`config.mk`:
```
export PLATFORM = sky130hd
export DESIGN_NAME = i2c_addr_match
export DESIGN_NICKNAME = d
export VERILOG_FILES = /design/src/rtl/i2c_am_pkg.sv /design/src/rtl/i2c_am_line_watch.sv /design/src/rtl/i2c_am_shifter.sv /design/src/rtl/i2c_am_fsm.sv /design/src/rtl/i2c_addr_match.sv
export SDC_FILE = /design/constraint.sdc
export NUM_CORES = 1
export LEC_CHECK = 0
export BUFFER_PORTS_ARGS = -buffer_cell sky130_fd_sc_hd__buf_2
export CORE_ASPECT_RATIO = 0.7
export CORE_MARGIN = 4
export CORE_UTILIZATION = 30
export DETAILED_ROUTE_END_ITERATION = 12
export PLACE_DENSITY = 0.58
export SLEW_MARGIN = 20
export SYNTH_ARGS = -nofsm -noshare
export SYNTH_HDL_FRONTEND = slang
export SYNTH_SLANG_ARGS = --single-unit
```
`constraint.sdc`:
```
create_clock -name clk -period 2 [get_ports clk]
set_input_delay 0.4 -clock clk [delete_from_list [all_inputs] [get_ports clk]]
set_output_delay 0.4 -clock clk [all_outputs]
set_load 0.05 [all_outputs]
```
`src/rtl/i2c_am_pkg.sv`:
```
package i2c_am_pkg;

    localparam int unsigned BYTE_BITS = 8;
    localparam logic [4:0]  TEN_PREFIX = 5'b11110;
    localparam logic [7:0]  GCALL_BYTE = 8'h00;

    typedef enum logic [2:0] {
        ST_IDLE,
        ST_ADDR1,
        ST_ADDR2,
        ST_PRE_ACK,
        ST_ACK,
        ST_DATA
    } am_state_e;

    typedef struct packed {
        logic ack;   // answer this byte
        logic own;   // full own-address match
        logic gc;    // enabled general call
        logic rw;    // direction bit of the byte
        logic more;  // ten-bit prefix write, second byte follows
    } am_verdict_t;

    typedef struct packed {
        logic start;
        logic stop;
        logic fall;
    } am_events_t;

    function automatic am_verdict_t judge_first(
        input logic [7:0] b,
        input logic       ten_mode,
        input logic [6:0] own7,
        input logic [2:0] own_hi,
        input logic       gc_en,
        input logic       ten_hit
    );
        am_verdict_t v;
        logic        pfx;
        v.gc   = gc_en && (b == GCALL_BYTE);
        v.rw   = b[0];
        pfx    = (b[7:3] == TEN_PREFIX) && (b[2:1] == own_hi[2:1]);
        if (ten_mode) begin
            v.own  = !v.gc && pfx && b[0] && ten_hit;
            v.more = !v.gc && pfx && !b[0];
        end else begin
            v.own  = !v.gc && (b[7:1] == own7);
            v.more = 1'b0;
        end
        v.ack = v.gc || v.own || v.more;
        return v;
    endfunction

    function automatic logic judge_second(
        input logic [7:0] b,
        input logic [6:0] own7,
        input logic [2:0] own_hi
    );
        return b == {own_hi[0], own7};
    endfunction

endpackage

```
`src/rtl/i2c_am_line_watch.sv`:
```
module i2c_am_line_watch
    import i2c_am_pkg::*;
(
    input  logic       clk,
    input  logic       rst,
    input  logic       sda_in,
    input  logic       scl_in,
    output am_events_t ev,
    output logic       scl_rise,
    output logic       busy
);
    logic sda_q, scl_q;
    logic scl_both_high;

    always_ff @(posedge clk) begin
        if (rst) begin
            sda_q <= 1'b1;
            scl_q <= 1'b1;
        end else begin
            sda_q <= sda_in;
            scl_q <= scl_in;
        end
    end

    always_comb begin
        scl_both_high = scl_in && scl_q;
        ev.start      = scl_both_high && sda_q && !sda_in;
        ev.stop       = scl_both_high && !sda_q && sda_in;
        ev.fall       = scl_q && !scl_in;
        scl_rise      = !scl_q && scl_in;
    end

    always_ff @(posedge clk) begin
        if (rst)           busy <= 1'b0;
        else if (ev.stop)  busy <= 1'b0;
        else if (ev.start) busy <= 1'b1;
    end
endmodule

```
`src/rtl/i2c_am_shifter.sv`:
```
module i2c_am_shifter
    import i2c_am_pkg::*;
#(
    parameter int unsigned NBITS = BYTE_BITS
) (
    input  logic             clk,
    input  logic             rst,
    input  logic             clr,
    input  logic             rise,
    input  logic             sda_in,
    output logic             done,
    output logic [NBITS-1:0] data
);
    localparam int unsigned CW = $clog2(NBITS + 1);
    localparam logic [CW-1:0] LAST = CW'(NBITS - 1);
    localparam logic [CW-1:0] FULL = CW'(NBITS);

    logic [CW-1:0] cnt;

    always_ff @(posedge clk) begin
        if (rst) begin
            cnt  <= '0;
            data <= '0;
            done <= 1'b0;
        end else begin
            done <= 1'b0;
            if (clr) begin
                cnt <= '0;
            end else if (rise && cnt != FULL) begin
                data <= {data[NBITS-2:0], sda_in};
                cnt  <= cnt + 1'b1;
                done <= (cnt == LAST);
            end
        end
    end
endmodule

```
`src/rtl/i2c_am_fsm.sv`:
```
module i2c_am_fsm
    import i2c_am_pkg::*;
#(
    parameter bit TEN_BIT = 1'b0
) (
    input  logic       clk,
    input  logic       rst,
    input  am_events_t ev,
    input  logic       done,
    input  logic [7:0] rx_byte,
    input  logic [6:0] own7,
    input  logic [2:0] own_hi,
    input  logic       gc_en,
    output logic       shift_clr,
    output logic       aas,
    output logic       abgc,
    output logic       naas,
    output logic       srw,
    output logic       ack_req
);
    am_state_e   state;
    am_verdict_t v1;
    logic        ack_pend;
    logic        more;
    logic        ten_hit;
    logic        hit2;

    always_comb begin
        v1        = judge_first(rx_byte, TEN_BIT, own7, own_hi, gc_en, ten_hit);
        hit2      = judge_second(rx_byte, own7, own_hi);
        shift_clr = ev.start || (state == ST_ACK && ev.fall);
    end

    always_ff @(posedge clk) begin
        if (rst) begin
            state    <= ST_IDLE;
            aas      <= 1'b0;
            abgc     <= 1'b0;
            naas     <= 1'b1;
            srw      <= 1'b0;
            ack_req  <= 1'b0;
            ack_pend <= 1'b0;
            more     <= 1'b0;
            ten_hit  <= 1'b0;
        end else if (ev.stop) begin
            state   <= ST_IDLE;
            aas     <= 1'b0;
            abgc    <= 1'b0;
            naas    <= 1'b1;
            ack_req <= 1'b0;
            ten_hit <= 1'b0;
        end else if (ev.start) begin
            state   <= ST_ADDR1;
            aas     <= 1'b0;
            abgc    <= 1'b0;
            naas    <= 1'b1;
            ack_req <= 1'b0;
        end else begin
            case (state)
                ST_ADDR1: if (done) begin
                    if (v1.gc) begin
                        abgc <= 1'b1;
                        naas <= 1'b0;
                        srw  <= 1'b0;
                    end
                    if (v1.own) begin
                        aas  <= 1'b1;
                        naas <= 1'b0;
                        srw  <= v1.rw;
                    end
                    if (!v1.own) ten_hit <= 1'b0;
                    ack_pend <= v1.ack;
                    more     <= v1.more;
                    state    <= ST_PRE_ACK;
                end
                ST_ADDR2: if (done) begin
                    if (hit2) begin
                        aas  <= 1'b1;
                        naas <= 1'b0;
                        srw  <= 1'b0;
                    end
                    ten_hit  <= hit2;
                    ack_pend <= hit2;
                    more     <= 1'b0;
                    state    <= ST_PRE_ACK;
                end
                ST_PRE_ACK: if (ev.fall) begin
                    ack_req <= ack_pend;
                    state   <= ST_ACK;
                end
                ST_ACK: if (ev.fall) begin
                    ack_req <= 1'b0;
                    state   <= more ? ST_ADDR2 : ST_DATA;
                end
                default: ;
            endcase
        end
    end
endmodule

```
`src/rtl/i2c_addr_match.sv`:
```
module i2c_addr_match
    import i2c_am_pkg::*;
#(
    parameter bit TEN_BIT = 1'b0
) (
    input  logic       clk,
    input  logic       rst,
    input  logic       sda_in,
    input  logic       scl_in,
    input  logic [6:0] own_addr7,
    input  logic [2:0] own_addr_hi,
    input  logic       gc_enable,
    output logic       bus_busy,
    output logic       addr_hit,
    output logic       addr_miss,
    output logic       gcall_hit,
    output logic       rw_flag,
    output logic       ack_req
);
    am_events_t ev;
    logic       scl_rise;
    logic       shift_clr;
    logic       byte_done;
    logic [7:0] rx_byte;

    i2c_am_line_watch u_watch (
        .clk      (clk),
        .rst      (rst),
        .sda_in   (sda_in),
        .scl_in   (scl_in),
        .ev       (ev),
        .scl_rise (scl_rise),
        .busy     (bus_busy)
    );

    i2c_am_shifter #(.NBITS(BYTE_BITS)) u_shift (
        .clk    (clk),
        .rst    (rst),
        .clr    (shift_clr),
        .rise   (scl_rise),
        .sda_in (sda_in),
        .done   (byte_done),
        .data   (rx_byte)
    );

    i2c_am_fsm #(.TEN_BIT(TEN_BIT)) u_fsm (
        .clk       (clk),
        .rst       (rst),
        .ev        (ev),
        .done      (byte_done),
        .rx_byte   (rx_byte),
        .own7      (own_addr7),
        .own_hi    (own_addr_hi),
        .gc_en     (gc_enable),
        .shift_clr (shift_clr),
        .aas       (addr_hit),
        .abgc      (gcall_hit),
        .naas      (addr_miss),
        .srw       (rw_flag),
        .ack_req   (ack_req)
    );
endmodule

```
[Word level (Yosys, flattened, before mapping)]
Cells that the tools add are included.
Cells by class
  add/sub/neg operators: 1
  multipliers: 0
  div/mod/pow operators: 0
  magnitude comparators: 0
  equality and inequality tests: 19
  shift operators: 0
  multiplexer cells: 25
  bitwise operators: 4
  reduce and logical (&&, ||, !) cells: 37
Operator list (count)
  1-bit two-way mux: 16
  5-bit AND reduction: 3
  3-bit by 1-bit != test with 1-bit output, second input constant: 4
  1-bit logical AND: 11
  2-bit by 1-bit != test with 1-bit output, second input constant: 5
  1-bit case mux with 2 select lines: 5
  3-bit two-way mux: 3
  3-bit case mux with 3 select lines: 1
  8-bit equality test: 1
  8-bit logical NOT: 1
  4-bit AND reduction: 2
  7-bit equality test: 1
  7-bit AND reduction: 1
  3-bit by 2-bit equality test with 1-bit output, second input constant: 2
  3-bit AND reduction: 2
  2-bit OR reduction: 3
  3-bit OR reduction: 2
  1-bit logical NOT: 5
  4-bit by 1-bit adder with 4-bit output, second input constant: 1
  4-bit by 3-bit equality test with 1-bit output, second input constant: 1
  2-bit != test, second input constant: 2
  4-bit != test, second input constant: 1
  1-bit inverter: 4
  2-bit nonzero test: 2
  6 further kinds: 7
Storage, ports and cells
  register bits after elaboration: 25
  latch bits: 0
  RAM bits: 0
  bits in read-only memories: 0
  input port bits: 15
  output and inout bits: 6
  word-level logic and storage cells: 100
  memories kept: 0

[Longest topological paths before layout]
  depth in word-level cells: 7
  gate-level depth with buffers: 7
  depth with buffers taken out: 6

[Modules after synthesis]
From an unflattened synthesis, not the netlist that was laid out.
Unflattened totals
  cell total of the unflattened synthesis: 147
  area, all modules: 1410.1 sq um
Modules (own cells, without submodules)
  i2c_am_fsm: instances 1, cells an instance 78, area each 699.4 sq um, sequential area each 180.2 sq um
  i2c_am_shifter: instances 1, cells an instance 54, area each 564.3 sq um, sequential area each 260.2 sq um
  i2c_am_line_watch: instances 1, cells an instance 15, area each 146.4 sq um, sequential area each 60.1 sq um

[Least setup slack after synthesis]
No wires, ideal clock.
  kind: input-to-reg
  from: in own_addr7[3]
  to: reg u_fsm.srw
  library setup time: 74 ps
  arrival time: 1641 ps
  data required time: 1926 ps
  slack: 284 ps
  stages: 5
  path buffers: 0
  path through: xor2_1 -> nor4_2 -> nand4_2 -> or4b_1 -> a31oi_1
On the way
  cells in the longest elaborated chain, start to end: 5
  elaborated cells on any way between the ends: 9
  those cells by class: eq/ne: 4; mux: 3; reduce/logical: 2
Ends and longest elaborated chain
  start, declared: RTL line i2c_addr_match.sv:10  | input logic [6:0] own_addr7,
  7-bit equality test: RTL line i2c_am_pkg.sv:47  | v.own = !v.gc && (b[7:1] == own7);
  1-bit logical AND: RTL line i2c_am_pkg.sv:47
  1-bit two-way mux: RTL line i2c_am_fsm.sv:66  | if (v1.own) begin
  1-bit two-way mux: RTL line i2c_am_fsm.sv:60  | ST_ADDR1: if (done) begin
  1-bit case mux with 2 select lines: RTL line i2c_am_fsm.sv:59  | case (state)
  end signal, assigned: RTL line i2c_am_fsm.sv:69  | srw <= v1.rw;
  end, declared: RTL line i2c_am_fsm.sv:18  | output logic srw,
Several ways; a longest one is shown, not always the timed one. The select of a mux whose other input is x is not followed.
A chain may end at the register's enable or synchronous reset.

[Worst setup path after layout]
  from: reg u_fsm.state[1]
  to: reg u_fsm.ack_pend
On the way
  cells in the longest elaborated chain, start to end: 3
  elaborated cells on any way between the ends: 7
  those cells by class: eq/ne: 4; mux: 1; reduce/logical: 2
Ends and longest elaborated chain
  start, declared: RTL line i2c_am_fsm.sv:21  | am_state_e state;
  start signal, assigned: RTL line i2c_am_fsm.sv:93  | state <= more ? ST_ADDR2 : ST_DATA;
  3-bit by 2-bit equality test with 1-bit output or 3-bit by 1-bit equality test with 1-bit output (tied branches)
  2-bit != test (no line) or 2-bit nonzero test (tied branches)
  5-bit AND reduction (no line)
  end signal, assigned: RTL line i2c_am_fsm.sv:72  | ack_pend <= v1.ack;
  end signal, assigned: RTL line i2c_am_fsm.sv:83  | ack_pend <= hit2;
  end, declared: RTL line i2c_am_fsm.sv:23  | logic ack_pend;
Several ways; a longest one is shown, not always the timed one.

==> qor.txt <==
status -> complete, no violations
final net count -> 185
max-cap viol count -> 0
Starting Density -> 31.98%
Reg2Reg Depth -> 5
f_max -> 567.6 MHz
Hold WC Path Type -> in -> reg
Via density -> 4.895
Worst path max stage delay -> 500 ps
Core ar. -> 0.004041 mm^2
syn_area_per_cell -> 8.914 um^2
critical path type -> reg -> reg
Slew Viols, Final -> 0
Tot GR Track Use -> 10.30%
WP data required -> 2200 ps
initial drt markers -> 64
Clk Latency, worst-skew pair -> 260 ps
overall routed net length -> 2692 um
routability congestion estimate -> 0.8303
Syn Inst Count -> 145
H-Tree Depth -> 1
Post-synth EDFFs -> 0
part of the cycle the worst path needs -> 88.09%
area post-placement -> 0.001459 mm^2
first-pass GRT wire length -> 4623 um
remaining antenna violation count -> 0
Critical Path AT -> 1960 ps
mux contribution to synthesized area -> 6.970%
relative slew slack -> 61.48%
reg2reg setup slack -> 240 ps
Sink Count -> 25
area of the multi-input gates -> 762.0 um^2
setup bufs post-CTS -> 0
1st-pass router iterations -> 4
Synth Area in XOR/XNOR -> 12.88%
post-synth design cell area -> 0.001292 mm^2
Synth Area in Simple Gates -> 21.68%
drt drc -> 0
layout cell share with drive strength beyond 1 -> 18.56%
cell count along the critical path -> 5
Buf/Inv on CP -> 1
CTS max path bufs -> 2
min cycle time layout -> 1762 ps
total negative slack -> 0 ps
sequential area share after synthesis -> 38.72%
Worst setup startpoint -> u_fsm.state[1]
initial antenna violation count -> 0
largest net degree at the start of global routing -> 17
die width -> 86.45 um
Pwr Density -> 614.3 mW/mm^2
CTS Buf Count -> 3
Critical R2R Capture -> u_fsm.ack_pend
Final Core Density -> 37.21%
number of global-route vias before repair -> 995
crit path cell chain -> buf_4 > nor3b_1 > nor2_1 > a211o_2 > a21oi_1
FF-to-FF Start -> u_fsm.state[1]
# fillers -> 420
endpoints failing hold -> 0
largest family of logic cells by synthesized area -> simple AND/OR/NAND/NOR gates
Seq cells post-synth -> 25
Synth Area in Compound Gates -> 15.49%
crit end category -> register
vias -> 1,072
YS warnings -> 0
CTS tree -> done
FF/Latch Area -> 500.5 um^2
DP HPWL -> 2143 um
hold-fix buffer count after cts -> 0
adder-cell share of the synthesized area -> 1.936%
IO Port Bufs -> 18
area grow syn2layout -> 16.36%
root buffer cell -> clkbuf_8
RSZ-0062 raised after global routing -> false
number of distinct library cells after synthesis -> 36
Layout Cells excl Fill -> 219
LEAKAGE -> 0.6156 nW
Critical Path Sink -> u_fsm.ack_pend
Crit-path slowest cell -> nor3b_1
Synthesized Nets -> 162
# resized after CTS -> 0
post-DR wirelength/cell -> 12.29 um
global route overflow -> 0
Die ar. -> 0.005439 mm^2
worst-margin pin slew -> 576.6 ps
Main synth FF type -> dfxtp_1
post-route cell area -> 0.001504 mm^2
final setup skew -> 9.377 ps
VDD IR-drop max -> 0.3956 mV
critical path peak fanout -> 6
post-synthesis async set-or-reset flop share -> 0%
Worst-path clk slew -> 90 ps
ant diodes -> 0
Placed Cells -> 215
Rows -> 19
I/O Pins -> 21
die height -> 62.92 um
final setup vio count -> 0
delay-heaviest family, CP -> simple AND/OR/NAND/NOR gates
Worst Setup Start Kind -> register
-- routing by layer --
metal	track usage, %	wire length (um)
met2	15.08	1202
met5	0	0
met4	1.167	12
met3	3.689	106
met1	14.83	1370
-- synthesized netlist by cell type, types with 2 or more instances --
cell      instances  area, um^2
a21oi_1           8       40.04
or2_2             2       12.51
nand3_1           2       10.01
or3_1             2       12.51
o211ai_1          2       15.01
a31oi_1           4       25.02
nand4_1           2       12.51
and3_1            2       12.51
inv_1             3       11.26
nor2b_1           2       12.51
mux2i_1           9       90.09
nor3_1            3       15.01
o21bai_1          3       22.52
xnor2_1          13       113.9
nand2_1           8       30.03
nand2b_1          2       12.51
nor4_1            2       12.51
xor2_1            6       52.55
o21a_1            2       15.01
dfxtp_1          25       500.5
nor4b_1           2       17.52
o21ai_0           9       45.04
ha_1              2       25.02
nor2_1           16       60.06
buf_2             3       15.01
-- layout by cell type, fill, tap and decap left out, types with 2 or more instances in the layout --
cell type and n:
inv_1 3, nand3_1 2, o21bai_1 3, nor2b_1 2, and3_1 2, a21oi_1 8, nor4_1 2, nor2_1 16
nand2_1 8, xnor2_1 13, buf_4 4, buf_2 18, o211ai_1 2, nand2b_1 2, nor3_1 3, or3_1 2
o21a_1 2, clkbuf_8 3, dfxtp_1 25, a31oi_1 4, o21ai_0 8, nor4b_1 2, or2_2 2, ha_1 2
mux2i_1 9, xor2_1 6, nand4_1 2
-- cells by family (layout without fill, tap and decap cells) --
| logic type | count (synthesis) | in the layout |
|---|---|---|
| adder cells (fa/ha/maj) | 2 | 2 |
| AO/OA/AOI/OAI | 32 | 32 |
| multiplexers | 9 | 9 |
| AND/OR/NAND/NOR | 51 | 51 |
| flip-flops | 25 | 25 |
| XOR/XNOR | 19 | 19 |
| buffers and inverters | 7 | 29 |
-- stage by stage --
stage,hold slack [ps],total power (W),worst slack (ps)
after floorplan,431.9,0.0006058,284.5
after global placement,447.7,0.0006417,158.1
after detailed placement,462.5,0.0006455,120.0
after CTS,418.8,0.0009354,249.7
after global routing,429.3,0.0009695,103.8
final,421.7,0.0009239,238.1
-- worst reg2reg max path, cell delays in order (launching register included) --
cell     delay (ps)
dfxtp_1         410
buf_4           170
nor3b_1         500
nor2_1          140
a211o_2         350
a21oi_1         140
-- report_power, final --
| part | leakage [nW] | total (W) | switching [W] | internal [W] |
|---|---|---|---|---|
| Clock | 0.0228 | 0.000290 | 0.000148 | 0.000142 |
| Sequential | 0.203 | 0.000514 | 0.00000760 | 0.000506 |
| Combinational | 0.390 | 0.000121 | 0.0000694 | 0.0000511 |
-- worst min-delay path by stage --
| stage | from | to | depth (start not counted) |
|---|---|---|---|
| global route | sda_in | u_watch.sda_q | 2 |
| floorplan | u_fsm.ack_pend | u_fsm.ack_pend | 2 |
| global placement | u_fsm.abgc | u_fsm.abgc | 2 |
| CTS | sda_in | u_watch.sda_q | 2 |
| detailed placement | u_fsm.ack_pend | u_fsm.ack_pend | 2 |
| finish | sda_in | u_watch.sda_q | 2 |
-- cell type report --
class                           instances  area share [%]
Multi-Input combinational cell        113           50.67
Timing Repair Buffer                   22           7.987
Inverter                                3          0.7488
Clock buffer                            4           2.995
Tap cell                               52           4.326
Sequential cell                        25           33.28
-- sequential cells by signal, indices dropped and copies added, names as in the netlist --
| register | cells |
|---|---|
| u_watch.sda_q | 1 |
| u_fsm.ack_pend | 1 |
| u_fsm.aas | 1 |
| u_shift.data | 8 |
| u_watch.scl_q | 1 |
| u_shift.done | 1 |
| u_fsm.naas | 1 |
| u_fsm.ack_req | 1 |
| u_watch.busy | 1 |
| u_fsm.srw | 1 |
| u_fsm.state | 3 |
| u_fsm.abgc | 1 |
| u_shift.cnt | 4 |
No activity file was read; power rests on OpenSTA's default activity.
